**src/rtl/sgi_pkg.sv**
```systemverilog
package sgi_pkg;
  localparam int WORD_W   = 32;
  localparam int IRQ_LSB  = 0;
  localparam int LIST_LSB = 16;
  localparam int LIST_W   = 8;
  localparam int MODE_LSB = 24;
  localparam int MODE_W   = 2;

  typedef enum logic [MODE_W-1:0] {
    FLT_LIST   = 2'd0,
    FLT_OTHERS = 2'd1,
    FLT_SELF   = 2'd2,
    FLT_RSVD   = 2'd3
  } flt_mode_e;
endpackage

```
**src/rtl/sgi_target_decode.sv**
```systemverilog
module sgi_target_decode
  import sgi_pkg::*;
#(
  parameter int NCPU  = 8,
  parameter int CPU_W = $clog2(NCPU),
  parameter int CNT_W = $clog2(NCPU + 1)
) (
  input  flt_mode_e         mode_i,
  input  logic [NCPU-1:0]   list_i,
  input  logic [CPU_W-1:0]  self_i,
  input  logic [CNT_W-1:0]  online_i,
  output logic [NCPU-1:0]   target_o
);
  logic [NCPU-1:0] online_mask;
  logic [NCPU-1:0] self_mask;

  always_comb begin
    for (int c = 0; c < NCPU; c++) begin
      online_mask[c] = (CNT_W'(c) < online_i);
    end
    self_mask         = '0;
    self_mask[self_i] = 1'b1;
  end

  always_comb begin
    unique case (mode_i)
      FLT_LIST:   target_o = list_i & online_mask;
      FLT_OTHERS: target_o = online_mask & ~self_mask;
      FLT_SELF:   target_o = self_mask;
      FLT_RSVD:   target_o = '0;
      default:    target_o = '0;
    endcase
  end
endmodule

```
**src/rtl/sgi_src_cell.sv**
```systemverilog
module sgi_src_cell #(
  parameter int NCPU = 8
) (
  input  logic            clk,
  input  logic            rst_n,
  input  logic            set_en_i,
  input  logic [NCPU-1:0] set_oh_i,
  input  logic            clr_en_i,
  input  logic [NCPU-1:0] clr_oh_i,
  output logic [NCPU-1:0] src_o,
  output logic            pend_o
);
  logic [NCPU-1:0] src_q, src_d;
  logic            pend_q, pend_d;

  always_comb begin
    src_d = src_q;
    if (clr_en_i) src_d = src_d & ~clr_oh_i;
    if (set_en_i) src_d = src_d | set_oh_i;
    pend_d = pend_q;
    if (set_en_i) pend_d = 1'b1;
    else if (clr_en_i && (src_d == '0)) pend_d = 1'b0;
  end

  always_ff @(posedge clk) begin
    if (!rst_n) begin
      src_q  <= '0;
      pend_q <= 1'b0;
    end else begin
      src_q  <= src_d;
      pend_q <= pend_d;
    end
  end

  assign src_o  = src_q;
  assign pend_o = pend_q;
endmodule

```
**src/rtl/sgi_dispatch.sv**
```systemverilog
module sgi_dispatch
  import sgi_pkg::*;
#(
  parameter int NCPU  = 8,
  parameter int NIRQ  = 16,
  parameter int CPU_W = $clog2(NCPU),
  parameter int IRQ_W = $clog2(NIRQ),
  parameter int CNT_W = $clog2(NCPU + 1)
) (
  input  logic                      clk,
  input  logic                      rst_n,
  input  logic [CNT_W-1:0]          online_i,
  input  logic                      wr_valid_i,
  output logic                      wr_ready_o,
  input  logic [CPU_W-1:0]          wr_cpu_i,
  input  logic [WORD_W-1:0]         wr_data_i,
  output logic [WORD_W-1:0]         rd_data_o,
  input  logic                      clr_valid_i,
  input  logic [CPU_W-1:0]          clr_target_i,
  input  logic [IRQ_W-1:0]          clr_irq_i,
  input  logic [CPU_W-1:0]          clr_src_i,
  output logic [NCPU*NIRQ*NCPU-1:0] src_map_o,
  output logic [NCPU*NIRQ-1:0]      pend_o
);
  localparam int CELLS = NCPU * NIRQ;

  flt_mode_e        mode;
  logic [NCPU-1:0]  list;
  logic [IRQ_W-1:0] irq;
  logic [NCPU-1:0]  tgt_mask;
  logic [NCPU-1:0]  req_oh;
  logic [NCPU-1:0]  clr_oh;
  logic             accept;

  assign wr_ready_o = 1'b1;
  assign rd_data_o  = '0;
  assign accept     = wr_valid_i & wr_ready_o;

  assign mode = flt_mode_e'(wr_data_i[MODE_LSB +: MODE_W]);
  assign list = wr_data_i[LIST_LSB +: NCPU];
  assign irq  = wr_data_i[IRQ_LSB +: IRQ_W];

  always_comb begin
    req_oh           = '0;
    req_oh[wr_cpu_i] = 1'b1;
    clr_oh            = '0;
    clr_oh[clr_src_i] = 1'b1;
  end

  sgi_target_decode #(.NCPU(NCPU), .CPU_W(CPU_W), .CNT_W(CNT_W)) u_decode (
    .mode_i   (mode),
    .list_i   (list),
    .self_i   (wr_cpu_i),
    .online_i (online_i),
    .target_o (tgt_mask)
  );

  for (genvar t = 0; t < NCPU; t++) begin : g_tgt
    for (genvar i = 0; i < NIRQ; i++) begin : g_irq
      localparam int IDX = t * NIRQ + i;
      logic set_en, clr_en;
      assign set_en = accept && tgt_mask[t] && (irq == IRQ_W'(i));
      assign clr_en = clr_valid_i && (clr_target_i == CPU_W'(t))
                      && (clr_irq_i == IRQ_W'(i));
      sgi_src_cell #(.NCPU(NCPU)) u_cell (
        .clk      (clk),
        .rst_n    (rst_n),
        .set_en_i (set_en),
        .set_oh_i (req_oh),
        .clr_en_i (clr_en),
        .clr_oh_i (clr_oh),
        .src_o    (src_map_o[IDX*NCPU +: NCPU]),
        .pend_o   (pend_o[IDX])
      );
    end
  end

  if (CELLS < 1) begin : g_bad_size
    initial $error("sgi_dispatch needs at least one cell");
  end
endmodule

```
**config.mk**
```make
export PLATFORM = sky130hd
export DESIGN_NAME = sgi_dispatch
export DESIGN_NICKNAME = d
export VERILOG_FILES = /design/src/rtl/sgi_pkg.sv /design/src/rtl/sgi_target_decode.sv /design/src/rtl/sgi_src_cell.sv /design/src/rtl/sgi_dispatch.sv
export SDC_FILE = /design/constraint.sdc
export NUM_CORES = 2
export LEC_CHECK = 0
export ABC_AREA = 1
export BUFFER_PORTS_ARGS = -buffer_cell sky130_fd_sc_hd__buf_2
export CAP_MARGIN = 0
export CORE_AREA = 2 2 489 491
export DETAILED_ROUTE_END_ITERATION = 10
export DIE_AREA = 0 0 491 493
export SETUP_SLACK_MARGIN = 0.4
export SLEW_MARGIN = 15
export SYNTH_ARGS = -nofsm -noshare
export SYNTH_HDL_FRONTEND = slang
export SYNTH_SLANG_ARGS = --single-unit
```
**constraint.sdc**
```tcl
create_clock -name clk -period 2.55 [get_ports clk]
set_input_delay 0.51 -clock clk [delete_from_list [all_inputs] [get_ports clk]]
set_output_delay 0.51 -clock clk [all_outputs]
set_load 0.05 [all_outputs]
```
==> flow_summary.json <==
{
  "synthMuxAreaShare_pct": 0,
  "io_buffer_count": 1186,
  "leakagePower_nw": 35.7,
  "cts_tree": "done",
  "syn-mean-instance-area_um2": 6.75,
  "layout_common_cells": "nand2_1, buf_2, dfxtp_1, o21ai_0, nor2_1",
  "final_area_mm2": 0.0742,
  "multi_input_area_mm2": 0.0244,
  "dpl-instance-area_mm2": 0.0693,
  "worst_path_max_delay_cell": "dfxtp_1",
  "critPathLaunchType": "register",
  "die_y_um": 493,
  "fin_crit_ns": 2.11,
  "async_flop_share_pct": 0,
  "finalCritPeriodShare_pct": 82.8,
  "required_ns": 2.04,
  "hold_viol_final": 0,
  "dr.max_layer_used": "met5",
  "initial_core_util_pct": 22.0,
  "vias": 62809,
  "routedLengthMet1_um": 134000,
  "worst_pin_slew_ns": 0.827,
  "p_per_area_mw_per_mm2": 569,
  "drt-initial-drc-count": 6879,
  "worstSetupEndpointType": "output pin",
  "maxCapViolCount": 0,
  "wl_met2_um": 144000,
  "grt_max_degree": 135,
  "cts_buffers": 139,
  "synth_top_cell_by_area": "dfxtp_1",
  "crit_chain": "buf_2",
  "ys.flop_type": "dfxtp_1",
  "path_buf_inv": 1,
  "crit_path_max_fanout": 2,
  "synth_top_family_by_area": "simple AND/OR/NAND/NOR gates",
  "power_mw": 42.2,
  "io_pins": 1238,
  "synth-simple-area-share_pct": 26.5,
  "fmax_mhz": 474,
  "critPathMaxStageDelay_ns": 0.47,
  "synth_fa_ha_area_share_pct": 0,
  "final_layout_size_suffix_gt1_share_pct": 27.0,
  "ys_seq_area_share_pct": 44.3,
  "antenna_found_initial": 53,
  "slew_violations": 0,
  "synth_edf_count": 0,
  "final_nets": 9526,
  "htree_num_levels": 4,
  "ant_nets": 0,
  "viasPerCell": 4.92,
  "synth_compound_area_share_pct": 19.1,
  "syn_area_mm2": 0.0521,
  "path_clk_slew_ns": 0.06,
  "ctsLongestPathBuffers": 3,
  "fillers": 25792,
  "gp_congestion": 0.924,
  "clk_latency_ns": 0.79,
  "synthTopCellsByArea": "dfxtp_1, nand2_1, o21ai_0",
  "dp_hpwl_um": 260000,
  "ir_worst_vdd_mv": 0.601,
  "final_common_cell": "nand2_1",
  "synthesis.instances": 7715,
  "core_mm2": 0.237,
  "synth_xor_area_share_pct": 0,
  "grt.overflow.total": 0,
  "clock-root-buffer": "clkbuf_16",
  "area_growth_pct": 42.3,
  "grt_pass1_vias": 57342,
  "setup_total_negative_slack_ns": 0,
  "avgRoutedWirePerCell_um": 26.8,
  "worstHoldPathType": "in2reg",
  "critical_path_class": "reg2out",
  "drcViolationCount": 0,
  "cp.arrival_ns": 1.60,
  "slew_headroom_pct": 44.8,
  "yosys_register_bits": 1152,
  "whs_ns": 0.280,
  "clock-sinks": 1152,
  "setup_violations": 0,
  "placement_rows": 179,
  "grt_pass1_wl_um": 461000,
  "die_x_um": 491,
  "fin_skew_ns": 0.0320,
  "yosysWarnings": 0,
  "seq_area_mm2": 0.0231,
  "fp.dieArea_mm2": 0.242,
  "wirelength_um": 342000,
  "drtPass1Iterations": 6,
  "globalRouteTotalUtil_pct": 27.0,
  "rsz0062_at_grt": "yes",
  "cp_top_family": "flip-flops",
  "wl_met3_um": 40900,
  "status": "complete, no violations",
  "yosys.area.top_type_share_pct": 44.3,
  "ys_types": 24
}
cell usage after synthesis (all sizes together) (2+ instances only):
| master | number |
|---|---|
| nor3 | 9 |
| conb | 2 |
| or2 | 6 |
| o21ai | 1179 |
| a21oi | 680 |
| a22oi | 72 |
| inv | 606 |
| o21bai | 7 |
| buf | 231 |
| nand3 | 151 |
| clkbuf | 401 |
| nand2 | 1802 |
| nand4 | 333 |
| dfxtp | 1152 |
| nor2 | 1078 |
| o21a | 5 |
cells by family (layout without fill, tap and decap cells):
logic type,after synthesis,in the layout
and+or+nand+nor,3379,3379
AOI/OAI and AO/OA,1943,1943
buffers and inverters,1239,3074
DFF,1152,1152
other,2,63
sequential cells by signal, summed over array words and instances, names as in the netlist:
register,count
g_tgt.g_irq.u_cell.src_o,1024
g_tgt.g_irq.u_cell.pend_o,128
path summary, 6_finish.rpt:
check	startpoint	end	slack, ns	cells after the start
hold reg to reg	g_tgt[3].g_irq[5].u_cell.pend_o$_SDFFE_PN0P_	g_tgt[3].g_irq[5].u_cell.pend_o$_SDFFE_PN0P_	0.46	2
setup reg to reg	g_tgt[0].g_irq[7].u_cell.src_o[3]$_SDFF_PN0_	g_tgt[0].g_irq[7].u_cell.pend_o$_SDFFE_PN0P_	1.18	6
hold / removal	rst_n	g_tgt[3].g_irq[5].u_cell.src_o[5]$_SDFF_PN0_	0.28	4
setup / recovery	g_tgt[2].g_irq[2].u_cell.src_o[2]$_SDFF_PN0_	src_map_o[274]	0.44	1
worst register-to-register path, cell delays in order, from the launching register on:
cell	delay [ns]
dfxtp_1	0.31
o21ai_0	0.09
nand2_1	0.08
nor2_1	0.18
nand3_1	0.26
o21ai_1	0.20
a21oi_1	0.07
cell type report:
cell class / count / share of cell area [%]
clock buffer: 200 / 5.41
antenna: 30 / 0.101
multi-input combinational: 5355 / 32.9
clock inverter: 49 / 0.830
timing repair buffer: 2218 / 21.2
tap: 3167 / 5.34
inverter: 607 / 3.16
sequential: 1152 / 31.1
metal layers:
layer  vias up  global-route usage, %
li1      28721                      -
met1     29803                   33.1
met2      3606                   40.3
met3       669                   9.67
met4        10                   16.1
met5         -                      0
through the flow:
stage | instances | worst slack (ns) | utilization [%]
2_1_floorplan | 7746 | 0.327 | -
3_3_place_gp | 12496 | -0.702 | 29.3
3_5_place_dp | 12496 | -0.689 | 29.3
4_1_cts | 12745 | 0.285 | 31.2
5_1_grt | 12771 | 0.356 | 31.3
6_report | 12778 | 0.439 | 31.3
power by group:
group          leakage [nW]  internal (mW)  switching [mW]
clock network          2.25           11.8            8.90
logic                  24.2          0.788            2.60
registers              9.28           18.0          0.0349
total                  35.7           30.7            11.5
timing repair:
item                                    CTS  global route
setup buffers                             0             3
resized for setup                        28            10
endpoints found under the setup margin   28             7
gates cloned                              0             0
hold buffers                              0             0
pin swaps                                 0             1
Note: power is estimated with default switching activity, not from simulation.
